$ cat config.mk
export PLATFORM = sky130hd
export DESIGN_NAME = dual_chan_host_if
export DESIGN_NICKNAME = d
export VERILOG_FILES = /design/src/rtl/hbi_pkg.sv /design/src/rtl/hbi_sync.sv /design/src/rtl/hbi_strobe_ctl.sv /design/src/rtl/hbi_reg_bank.sv /design/src/rtl/hbi_chan_status.sv /design/src/rtl/dual_chan_host_if.sv
export SDC_FILE = /design/constraint.sdc
export NUM_CORES = 1
export LEC_CHECK = 0
export ABC_AREA = 1
export BUFFER_PORTS_ARGS = -buffer_cell sky130_fd_sc_hd__clkbuf_2
export CELL_PAD_IN_SITES_DETAIL_PLACEMENT = 1
export CELL_PAD_IN_SITES_GLOBAL_PLACEMENT = 1
export CORE_ASPECT_RATIO = 0.75
export CORE_MARGIN = 1.5
export CORE_UTILIZATION = 51
export CTS_BUF_LIST = sky130_fd_sc_hd__clkbuf_8
export DETAILED_ROUTE_END_ITERATION = 10
export PLACE_DENSITY = 0.94
export SLEW_MARGIN = 0
export SYNTH_ARGS = -nofsm -noshare
export SYNTH_HDL_FRONTEND = slang
export SYNTH_SLANG_ARGS = --single-unit
$ cat constraint.sdc
create_clock -name clk -period 4.4 [get_ports clk]
set_input_delay 1.1 -clock clk [delete_from_list [all_inputs] [get_ports clk]]
set_output_delay 1.1 -clock clk [all_outputs]
set_load 0.01 [all_outputs]
$ cat src/rtl/hbi_pkg.sv
package hbi_pkg;
    localparam int NUM_CH   = 2;
    localparam int ADDR_W   = 3;
    localparam int DATA_W   = 8;
    localparam int STAT_W   = 4;
    localparam int IER_ADDR = 1;
    localparam int AFR_ADDR = 7;
    localparam int SYNC_W   = 4;   // cs, rd, wr, chan_sel
endpackage

$ cat src/rtl/hbi_sync.sv
module hbi_sync #(
    parameter int          W       = 4,
    parameter logic [W-1:0] RST_VAL = '1
) (
    input  logic         clk,
    input  logic         rst_n,
    input  logic [W-1:0] async_in,
    output logic [W-1:0] sync_out
);
    typedef struct packed {
        logic [W-1:0] s1;
        logic [W-1:0] s2;
    } sync_st_t;

    sync_st_t st_d, st_q;

    always_comb begin
        st_d    = st_q;
        st_d.s1 = async_in;
        st_d.s2 = st_q.s1;
    end

    always_ff @(posedge clk or negedge rst_n) begin
        if (!rst_n) begin
            st_q.s1 <= RST_VAL;
            st_q.s2 <= RST_VAL;
        end else begin
            st_q <= st_d;
        end
    end

    assign sync_out = st_q.s2;
endmodule

$ cat src/rtl/hbi_strobe_ctl.sv
module hbi_strobe_ctl (
    input  logic clk,
    input  logic rst_n,
    input  logic cs_s,
    input  logic rd_s,
    input  logic wr_s,
    input  logic ch_s,
    output logic commit,
    output logic commit_ch,
    output logic rd_active
);
    typedef struct packed {
        logic wr_prev;
        logic armed;
        logic ch;
    } stb_st_t;

    stb_st_t st_d, st_q;
    logic    wr_rise;

    always_comb begin
        st_d         = st_q;
        st_d.wr_prev = wr_s;
        wr_rise      = wr_s && !st_q.wr_prev;
        if (!wr_s && !cs_s && !st_q.armed) begin
            st_d.armed = 1'b1;
            st_d.ch    = ch_s;
        end
        if (wr_rise) begin
            st_d.armed = 1'b0;
        end
    end

    always_ff @(posedge clk or negedge rst_n) begin
        if (!rst_n) begin
            st_q.wr_prev <= 1'b1;
            st_q.armed   <= 1'b0;
            st_q.ch      <= 1'b0;
        end else begin
            st_q <= st_d;
        end
    end

    assign commit    = wr_rise && st_q.armed;
    assign commit_ch = st_q.ch;
    assign rd_active = !rd_s && !cs_s;
endmodule

$ cat src/rtl/hbi_reg_bank.sv
module hbi_reg_bank
    import hbi_pkg::*;
#(
    parameter int AW = ADDR_W,
    parameter int DW = DATA_W,
    parameter int SW = STAT_W
) (
    input  logic          clk,
    input  logic          rst_n,
    input  logic          we,
    input  logic [AW-1:0] wr_addr,
    input  logic [DW-1:0] wr_data,
    input  logic [AW-1:0] rd_addr,
    output logic [DW-1:0] rd_data,
    output logic [SW-1:0] ier,
    output logic          afr_bcast
);
    localparam int NREG = 1 << AW;

    typedef struct packed {
        logic [NREG-1:0][DW-1:0] regs;
    } bank_st_t;

    bank_st_t st_d, st_q;

    always_comb begin
        st_d = st_q;
        if (we) begin
            st_d.regs[wr_addr] = wr_data;
        end
    end

    always_ff @(posedge clk or negedge rst_n) begin
        if (!rst_n) begin
            st_q <= '0;
        end else begin
            st_q <= st_d;
        end
    end

    assign rd_data   = st_q.regs[rd_addr];
    assign ier       = st_q.regs[IER_ADDR][SW-1:0];
    assign afr_bcast = st_q.regs[AFR_ADDR][0];
endmodule

$ cat src/rtl/hbi_chan_status.sv
module hbi_chan_status
    import hbi_pkg::*;
#(
    parameter int SW = STAT_W
) (
    input  logic          clk,
    input  logic          rst_n,
    input  logic [SW-1:0] irq_stat,
    input  logic [SW-1:0] ier,
    input  logic          tx_ready,
    output logic          irq,
    output logic          txrdy_n
);
    typedef struct packed {
        logic irq;
        logic txrdy_n;
    } stat_st_t;

    stat_st_t st_d, st_q;

    always_comb begin
        st_d         = st_q;
        st_d.irq     = |(irq_stat & ier);
        st_d.txrdy_n = !tx_ready;
    end

    always_ff @(posedge clk or negedge rst_n) begin
        if (!rst_n) begin
            st_q.irq     <= 1'b0;
            st_q.txrdy_n <= 1'b0;
        end else begin
            st_q <= st_d;
        end
    end

    assign irq     = st_q.irq;
    assign txrdy_n = st_q.txrdy_n;
endmodule

$ cat src/rtl/dual_chan_host_if.sv
module dual_chan_host_if
    import hbi_pkg::*;
(
    input  logic              clk,
    input  logic              rst_n,
    input  logic              cs_n,
    input  logic              rd_n,
    input  logic              wr_n,
    input  logic              chan_sel,
    input  logic [ADDR_W-1:0] addr,
    input  logic [DATA_W-1:0] bus_din,
    output logic [DATA_W-1:0] bus_dout,
    output logic              bus_oe,
    input  logic [STAT_W-1:0] irq_stat_a,
    input  logic [STAT_W-1:0] irq_stat_b,
    input  logic              tx_ready_a,
    input  logic              tx_ready_b,
    output logic              irq_a,
    output logic              irq_b,
    output logic              txrdy_n_a,
    output logic              txrdy_n_b
);
    logic [SYNC_W-1:0] sync_s;
    logic              cs_s, rd_s, wr_s, ch_s;
    logic              commit, commit_ch, rd_active;
    logic              wr_idx, rd_idx, bcast;

    logic [NUM_CH-1:0]             bank_we;
    logic [NUM_CH-1:0]             afr_bit;
    logic [NUM_CH-1:0][DATA_W-1:0] rd_data;
    logic [NUM_CH-1:0][STAT_W-1:0] ier;
    logic [NUM_CH-1:0][STAT_W-1:0] stat_in;
    logic [NUM_CH-1:0]             txr_in;
    logic [NUM_CH-1:0]             irq_out;
    logic [NUM_CH-1:0]             txrdy_out;

    hbi_sync #(.W(SYNC_W), .RST_VAL('1)) u_sync (
        .clk      (clk),
        .rst_n    (rst_n),
        .async_in ({chan_sel, wr_n, rd_n, cs_n}),
        .sync_out (sync_s)
    );

    assign cs_s = sync_s[0];
    assign rd_s = sync_s[1];
    assign wr_s = sync_s[2];
    assign ch_s = sync_s[3];

    hbi_strobe_ctl u_stb (
        .clk       (clk),
        .rst_n     (rst_n),
        .cs_s      (cs_s),
        .rd_s      (rd_s),
        .wr_s      (wr_s),
        .ch_s      (ch_s),
        .commit    (commit),
        .commit_ch (commit_ch),
        .rd_active (rd_active)
    );

    // channel index 0 is A (select level 1), index 1 is B (select level 0)
    assign wr_idx = !commit_ch;
    assign rd_idx = !ch_s;
    assign bcast  = |afr_bit;

    assign stat_in = {irq_stat_b, irq_stat_a};
    assign txr_in  = {tx_ready_b, tx_ready_a};

    for (genvar g = 0; g < NUM_CH; g++) begin : g_chan
        assign bank_we[g] = commit && (bcast || (wr_idx == 1'(g)));

        hbi_reg_bank u_bank (
            .clk       (clk),
            .rst_n     (rst_n),
            .we        (bank_we[g]),
            .wr_addr   (addr),
            .wr_data   (bus_din),
            .rd_addr   (addr),
            .rd_data   (rd_data[g]),
            .ier       (ier[g]),
            .afr_bcast (afr_bit[g])
        );

        hbi_chan_status u_stat (
            .clk      (clk),
            .rst_n    (rst_n),
            .irq_stat (stat_in[g]),
            .ier      (ier[g]),
            .tx_ready (txr_in[g]),
            .irq      (irq_out[g]),
            .txrdy_n  (txrdy_out[g])
        );
    end

    assign bus_oe    = rd_active;
    assign bus_dout  = rd_active ? rd_data[rd_idx] : '0;
    assign irq_a     = irq_out[0];
    assign irq_b     = irq_out[1];
    assign txrdy_n_a = txrdy_out[0];
    assign txrdy_n_b = txrdy_out[1];
endmodule

# After elaboration in Yosys (flattened, before gate mapping)
# Cells that the tools add are included.
[word_totals]
latch_bits = 0
memories = 0
out_inout_bits = 13
inputBits = 27
mem_bits_rw = 0
romBits = 0
elab_cells = 66
regBits = 143
[classes]
eq_ne = 0
n_div = 0
n_lt_le_gt_ge = 3
reduce_logical = 23
addsub = 0
bitwise_logic = 2
multipliers = 0
mux = 13
n_shift = 0
[ops]
columns = ["cell", "count"]
rows = [
  ["$bwmux 64", 2],
  ["$bmux 8 s3", 2],
  ["$mux 8", 6],
  ["$demux 8 s3", 1],
  ["$logic_not 1->1", 9],
  ["$and 4x4->4", 2],
  ["$logic_and 1x1->1", 8],
  ["$reduce_or 4->1", 2],
  ["$lt 3x4->1 const B", 1],
  ["$ge 3x1->1 const B", 1],
  ["$logic_or 1x1->1", 2],
  ["$lt 1x2->1 const B", 1],
  ["$mux 2", 1],
  ["$reduce_bool 2->1", 1],
  ["$reduce_or 2->1", 1],
  ["$mux 1", 1],
]

# Depth between registers and ports, before layout
# Gate-level depths: netlist of the first run.
[depth]
depth_word = 5
depth_mapped = 12
ltp_nobuf = 9

# Cells and area by module
# From an unflattened synthesis of the first run, not the netlist that was laid out.
[unflattened]
hier_cells = 980
hier_area_um2 = 7170.6
[by_module_without_submodules]
columns = ["module", "instances", "area_per_inst_um2", "cells_per_inst"]
rows = [
  ["hbi_reg_bank", 2, 3219.3, 443],
  ["dual_chan_host_if", 1, 217.7, 48],
  ["hbi_sync", 1, 210.2, 8],
  ["hbi_chan_status", 2, 87.6, 12],
  ["hbi_strobe_ctl", 1, 128.9, 14],
]

# Worst setup path before layout of the first run
# OpenSTA, ideal clock, no wires.
[synth_path]
path_kind = "in2out"
from = "in addr[0]"
to = "out bus_dout[5]"
arrival_time_ns = 2.195
required_time_ns = 3.300
stages = 10
path_slack_ns = 1.105
path_buffers = 3
path_cell_list = "buf_4 -> inv_2 -> buf_4 -> nand3_2 -> buf_6 -> nor2_1 -> nor2_1 -> nand3_1 -> nand2_1 -> nor2_1"
[synth_between]
elab_chain_cells = 5
word_cells_on_any_way = 7
cone_classes = "7 x mux"
[synth_lines]
columns = ["element", "line", "text"]
rows = [
  ["start, declared", "dual_chan_host_if.sv:10", "input logic [ADDR_W-1:0] addr,"],
  ["$bmux 8 s3", "hbi_reg_bank.sv:41", "assign rd_data = st_q.regs[rd_addr];"],
  ["$mux 8 (implied by the code)", "hbi_reg_bank.sv:41", ""],
  ["$mux 8 (implied by the code) * (2 in series)", "dual_chan_host_if.sv:96", "assign bus_dout = rd_active ? rd_data[rd_idx] : '0;"],
  ["$mux 8 *", "dual_chan_host_if.sv:96", ""],
  ["end, declared", "dual_chan_host_if.sv:12", "output logic [DATA_W-1:0] bus_dout,"],
]
# Mark *: on every way between the ends. The rest lies on a longest branch, timed or not. The select of a mux whose other input is x is not followed.

# Final worst setup path of the first run
[layout_path]
from = "in addr[0]"
to = "out bus_dout[0]"
# Same word-level chain as after synthesis.

==> results of run 1 <==
==> area by class of cell <==
class	instances	area, sq um	share of cell area, %
Inverter	37	144	1.87
Clock buffer	21	289	3.75
Sequential cell	143	3590	46.6
Tap cell	171	214	2.78
Clock inverter	11	138	1.79
Multi-Input combinational cell	674	2990	38.8
Timing Repair Buffer	56	342	4.43
==> cells in the mapped netlist (2+ instances only) <==
library cell  count  area [sq um]
a21oi_1           8          40.0
nor2_2           11          68.8
nand3_1          34           170
o21ai_1           6          30.0
inv_1            32           120
buf_1             5          18.8
dfstp_2           9           236
nand3_2           2          20.0
nor2_4            5          56.3
buf_6             3          33.8
buf_4             4          30.0
nor3_4            2          32.5
nand2_1         380          1430
nor2_1           48           180
nand4_1          45           282
buf_2            17          85.1
dfrtp_1         134          3350
inv_2             3          11.3
clkbuf_1         33           124
o21ai_0         130           651
inv_4             2          12.5
==> registers in the layout (all words and copies together), names as in the netlist <==
signal,count
u_sync.sync_out,4
g_chan.u_stat.txrdy_n,2
u_stb.commit_ch,1
g_chan.u_bank.ier,8
g_chan.u_stat.irq,2
g_chan.u_bank.afr_bcast,2
u_stb.st_q,2
u_sync.st_d,4
g_chan.u_bank.st_q,118
==> final timing paths <==
kind | start | to | slack (ns) | cells past startpoint
min reg2reg | u_sync.st_d[3] | u_sync.sync_out[3] | 0.36 | 0
min | u_sync.st_d[3] | u_sync.sync_out[3] | 0.36 | 0
min in group asynchronous | rst_n | g_chan[1].u_bank.st_q[31] | 0.69 | 1
max reg2reg | u_sync.sync_out[2] | g_chan[1].u_bank.st_q[12] | 2.01 | 5
max in group asynchronous | rst_n | u_sync.st_d[0] | 2.88 | 2
max | addr[0] | bus_dout[0] | 0.33 | 9
==> power by group <==
group	switching (mW)	internal [mW]
logic	0.493	0.212
clock network	0.527	0.615
registers	0.220	1.66
total	1.24	2.49
==> critical path: cells and delay by family <==
family / cells / cell delay [ns]
buffers and inverters: 4 / 1.04
and+or+nand+nor: 5 / 0.80
==> per-layer routing <==
| layer | track usage (%) | part of all wire (%) |
|---|---|---|
| met1 | 49.3 | 44 |
| met2 | 53.1 | 45 |
| met3 | 9.26 | 8.0 |
| met4 | 15.7 | 3.6 |
| met5 | 0 | 0 |
==> cell families after synthesis <==
logic type	count (synthesis)	synth area share (%)
AND/OR/NAND/NOR	528	32.0
AO/OA/AOI/OAI	146	10.7
flip-flops	143	51.2
buffers and inverters	99	6.21
==> impl_results.md, run 1 <==
* Cts bufs inserted at 17
* Area growth, synth to finish at 9.84%
* Tmin final at a little over 4 ns
* Ys flop type: dfrtp_1
* Initial DRC count at ~690
* Filler cell count at about 1700
* Vias in the first global route at just under 7000
* Status: completed
* Worst path required time at about 3.3 ns
* DRT antenna net count at 0
* Core area at ~13000 sq um
* Critical-path cell list: clkbuf_2 > buf_4 > nand2_1 > inv_1 > nand2_1 > nand3_1 > nor2_1 > nor2_1 > clkbuf_2
* Syn avg cell area at ~7.7 sq um
* Hold WS at 0.362 ns
* Root Driver: clkbuf_8
* Final Max Tran Viols at 0
* Detailed Routing Iterations Pass 1 at 5
* Setup-failing EPs final at 0
* Total Routing Usage GR at around 36%
* Clock Skew at roughly 0.0084 ns
* Fin nets at around 960
* DRT Wirelength at 24.4 mm
* PwrDens at roughly 480 nW/um^2
* Post-CTS Setup Inserts at 0
* Layout Cells excl Fill at between 1000 and 1500
* Final Util at ~58%
* Clock net sink count at about 140
* Starting density of the core at 53.2%
* Post-detail-place hpwl at 16.1 mm
* Power Total at 3.73 mW
* RSZ-0062 raised after global routing: false
* Post-CTS Hold Buffers at 0
* Worst Hold Class: flop to flop
* Setup TNS at 0 ns
* Via count at about 6700
* Peak VDD IR at 0.301 mV
* DR WL/cell at approximately 22 microns
* Synth unique cells at 24
* Slew headroom at about two fifths
* Max-cap check violation count at 0
* Die ar. at 14500 sq um
* Placed cell count at 1081
* Synth Register Bits at 143
* Synth Net Count at roughly 940
* DRC errors left at 0
* Clk buf depth at 2
* Worst-path maximum fanout at 19
* Placed cell areas at 7280 sq um
* Global-route wire length before repair at 39.1 mm
* Initial antenna violation count at 1
* Port Buffer Count at 39
* WP data arrival at a little under 3 ns
* Clk_lat worst skew at between 0.4 and 0.5 ns
* CP startpoint kind: input pin
* Worst slack at placement at 0.459 ns
* Yosys warns at 0
* Final Hold Viols at 0
* Slowest-stage cell, CP: clkbuf_2
* GRT overflow at 0
* Least-Margin Pin Slew at about 0.88 ns
* Mapped Cells at 916
* DR vias/cell at between 6 and 7
* Design area at ~7700 sq um
* Clk slew on worst S/H paths at ~0.08 ns
* Antenna fix cells at 0
* Fin crit share at roughly 92%
* Proportion of layout cells with a drive suffix above 1 at a little over an eighth
* Largest net degree at the start of global routing at 93
* Delay of the slowest critical-path stage at around 0.36 ns
* H-tree depth at 4
* Post-CTS Resized at 0
* CTS tree: done
* Setup slack after layout at around 0.33 ns
* Gpl congestion at 0.937
* Cell row count at 36
* Most common cell after layout, fill and taps aside: nand2_1
* Netlist Area Pre-Place at 7020 sq um
* WS Path Type: input pin to output pin
* Fmax at about 0.25 GHz
* Io pins at 40
* Crit path capture type: output pin
* Die width at between 100 and 150 microns
* Post-synth EDFFs at 0
* Most frequent cells in the layout: 380 x nand2_1, 134 x dfrtp_1, 130 x o21ai_0, 48 x nor2_1, 45 x nand4_1
* Die Y-Extent at around 100 microns
* Synth async-reset ratio at 100%
* Leak at 3.96 nW
* Post-synthesis sequential area ratio at approximately half
(Power assumes the default switching activity.)
==> run 2, diff against run 1 <==
- CORE_ASPECT_RATIO: 0.75 -> not set
==> run 2 against run 1 <==
Compared with the run above: sequential share of layout area up 0.29 points; global-route usage shrank 0.22 points; highest routed layer unchanged; clock skew is 0.0048 ns higher.
==> impl_results.md, run 2 (synthesis results as in run 1) <==
* Post-detail-place hpwl at 16.0 mm (was 16.1 mm)
* Antenna fix cells at 0 (unchanged)
* H-tree depth at 4 (unchanged)
* Clk slew on worst S/H paths at 0.07 ns (was 0.08 ns)
* CTS tree: done (unchanged)
* Gpl congestion at 0.908 (was 0.937)
* Clock net sink count at 143 (unchanged)
* Worst path required time at 3.30 ns (about the same)
* Final Max Tran Viols at 0 (unchanged)
* Post-CTS Setup Inserts at 0 (unchanged)
* Register with the highest flop count: g_chan.u_bank.st_q (unchanged)
* Tmin final at 3.93 ns (was 4.07 ns)
* Reg power frac at 52.7% (was 50.5%)
* Peak VDD IR at 0.250 mV (was 0.301 mV)
* RSZ-0062 raised after global routing: false (unchanged)
* Clock share of power at 27.7% (was 30.6%)
* Max reg flops at 118 (unchanged)
* DR WL/cell at 21.6 microns (was 21.9 microns)
* Hold WS at 0.357 ns (was 0.362 ns)
* Switching power at 1.23 mW (was 1.24 mW)
* GRT overflow at 0 (unchanged)
* Most frequent cells in the layout: 380 x nand2_1, 134 x dfrtp_1, 130 x o21ai_0, 48 x nor2_1, 45 x nand4_1 (unchanged)
* DRT Wirelength at 24.2 mm (was 24.4 mm)
* Hold path endpoint: u_sync.sync_out[3] (unchanged)
* Die ar. at 14500 sq um (about the same)
* Hold_sp: u_sync.st_d[3] (unchanged)
* Via count at 6771 (was 6725)
* Sw frac at 34.3% (was 33.2%)
* Post-CTS Resized at 0 (unchanged)
* Worst R2R End: g_chan[1].u_bank.ier[0] (was g_chan[1].u_bank.st_q[12])
* Worst Hold Class: flop to flop (unchanged)
* Max-cap check violation count at 0 (unchanged)
* Global-route wire length before repair at 38.6 mm (was 39.1 mm)
* WP data arrival at 2.83 ns (was 2.97 ns)
* DR vias/cell at 6.05 (was 6.04)
* Detailed Routing Iterations Pass 1 at 5 (unchanged)
* Area growth, synth to finish at 9.17% (was 9.84%)
* Internal at 2.35 mW (was 2.49 mW)
* Comb power frac at 19.6% (was 18.9%)
* Status: completed (unchanged)
* Worst R2R Start: u_sync.sync_out[2] (unchanged)
* Core area at 13300 sq um (was 13200 sq um)
* Slew headroom at 31.3% (was 41.6%)
* Fin nets at 958 (was 956)
* Reg2Reg Depth at 7 (was 5)
* Cts bufs inserted at 17 (unchanged)
* Cell row count at 42 (was 36)
* Most common cell after layout, fill and taps aside: nand2_1 (unchanged)
* Root Driver: clkbuf_8 (unchanged)
* Die width at 120 microns (was 138 microns)
* Post-CTS Hold Buffers at 0 (unchanged)
* Starting density of the core at 52.6% (was 53.2%)
* CP startpoint kind: input pin (unchanged)
* Final Hold Viols at 0 (unchanged)
* Total Routing Usage GR at 35.4% (was 35.7%)
* Setup TNS at 0 ns (unchanged)
* Leak at 3.96 nW (about the same)
* Proportion of layout cells with a drive suffix above 1 at 12.9% (was 13.1%)
* Clk_lat worst skew at 0.49 ns (was 0.48 ns)
* WS Path Type: input pin to output pin (unchanged)
* Die Y-Extent at 120 microns (was 105 microns)
* PwrDens at 467 nW/um^2 (was 484 nW/um^2)
* Worst-path maximum fanout at 21 (was 19)
* Worst reg-to-reg setup slack at 2.07 ns (was 2.01 ns)
* DRT antenna net count at 0 (unchanged)
* Final Util at 57.4% (was 58.4%)
* Port Buffer Count at 39 (unchanged)
* Fin crit share at 89.4% (was 92.4%)
* Fmax at 0.254 GHz (was 0.246 GHz)
* Io pins at 40 (unchanged)
* WHS Path Cells at 0 (unchanged)
* Initial antenna violation count at 0 (was 1)
* Initial DRC count at 686 (was 689)
* Setup-failing EPs final at 0 (unchanged)
* Largest net degree at the start of global routing at 110 (was 93)
* DRC errors left at 0 (unchanged)
* Clock Skew at 0.0131 ns (was 0.00837 ns)
* Crit path capture type: output pin (unchanged)
* Vias in the first global route at 7071 (was 6878)
* Clk buf depth at 2 (unchanged)
* Least-Margin Pin Slew at 1.03 ns (was 0.877 ns)
-- run 2: layout make-up --
| type | instances | area (sq um) |
|---|---|---|
| clock inverters | 12 | 82.6 |
| multi-input cells | 674 | 2990 |
| flip-flops and latches | 143 | 3590 |
| fillers | 1725 | 5690 |
| well taps | 176 | 220 |
| repair buffers | 58 | 357 |
| inverters | 37 | 144 |
| clock buffers | 20 | 275 |
-- run 2: critical path, stage by stage --
cell and delay, ns:
clkbuf_2 0.36, nor2_4 0.25, nand2_1 0.33, inv_1 0.22
nand2_1 0.09, nand3_1 0.13, nor2_1 0.06, nor2_1 0.13
clkbuf_2 0.15
-- run 2: power groups by stage --
stage,clock network (mW),registers [mW],logic [mW]
floorplan,0,1.81,0.452
global placement,0,1.88,0.633
detailed placement,0,1.90,0.689
CTS,0.999,1.88,0.698
global route,1.05,1.92,0.795
finish,0.992,1.89,0.702
-- run 2: how the worst max path moves through the flow --
| stage | from | end | cells after the start |
|---|---|---|---|
| global route | addr[2] | bus_dout[2] | 9 |
| floorplan | addr[0] | bus_dout[5] | 10 |
| global placement | addr[2] | bus_dout[1] | 9 |
| finish | addr[2] | bus_dout[2] | 9 |
| CTS | addr[2] | bus_dout[2] | 9 |
| detailed placement | addr[2] | bus_dout[5] | 9 |
-- run 2: layer usage --
metal	vias to the layer above	wire [microns]	global-route usage (%)
met5	-	0	0
met4	0	1190	19.0
met1	3318	9670	45.5
li1	2984	-	-
met3	104	2130	9.15
met2	365	11200	55.3
-- run 2: stage by stage --
step           instances  power (mW)  area, sq um  setup WS (ns)
6_report            1120        3.58         7660          0.467
2_1_floorplan        916        2.26         7020           1.11
5_1_grt             1120        3.76         7660          0.367
3_3_place_gp        1088        2.51         7300          0.595
3_5_place_dp        1088        2.58         7300          0.506
4_1_cts             1120        3.57         7660          0.529
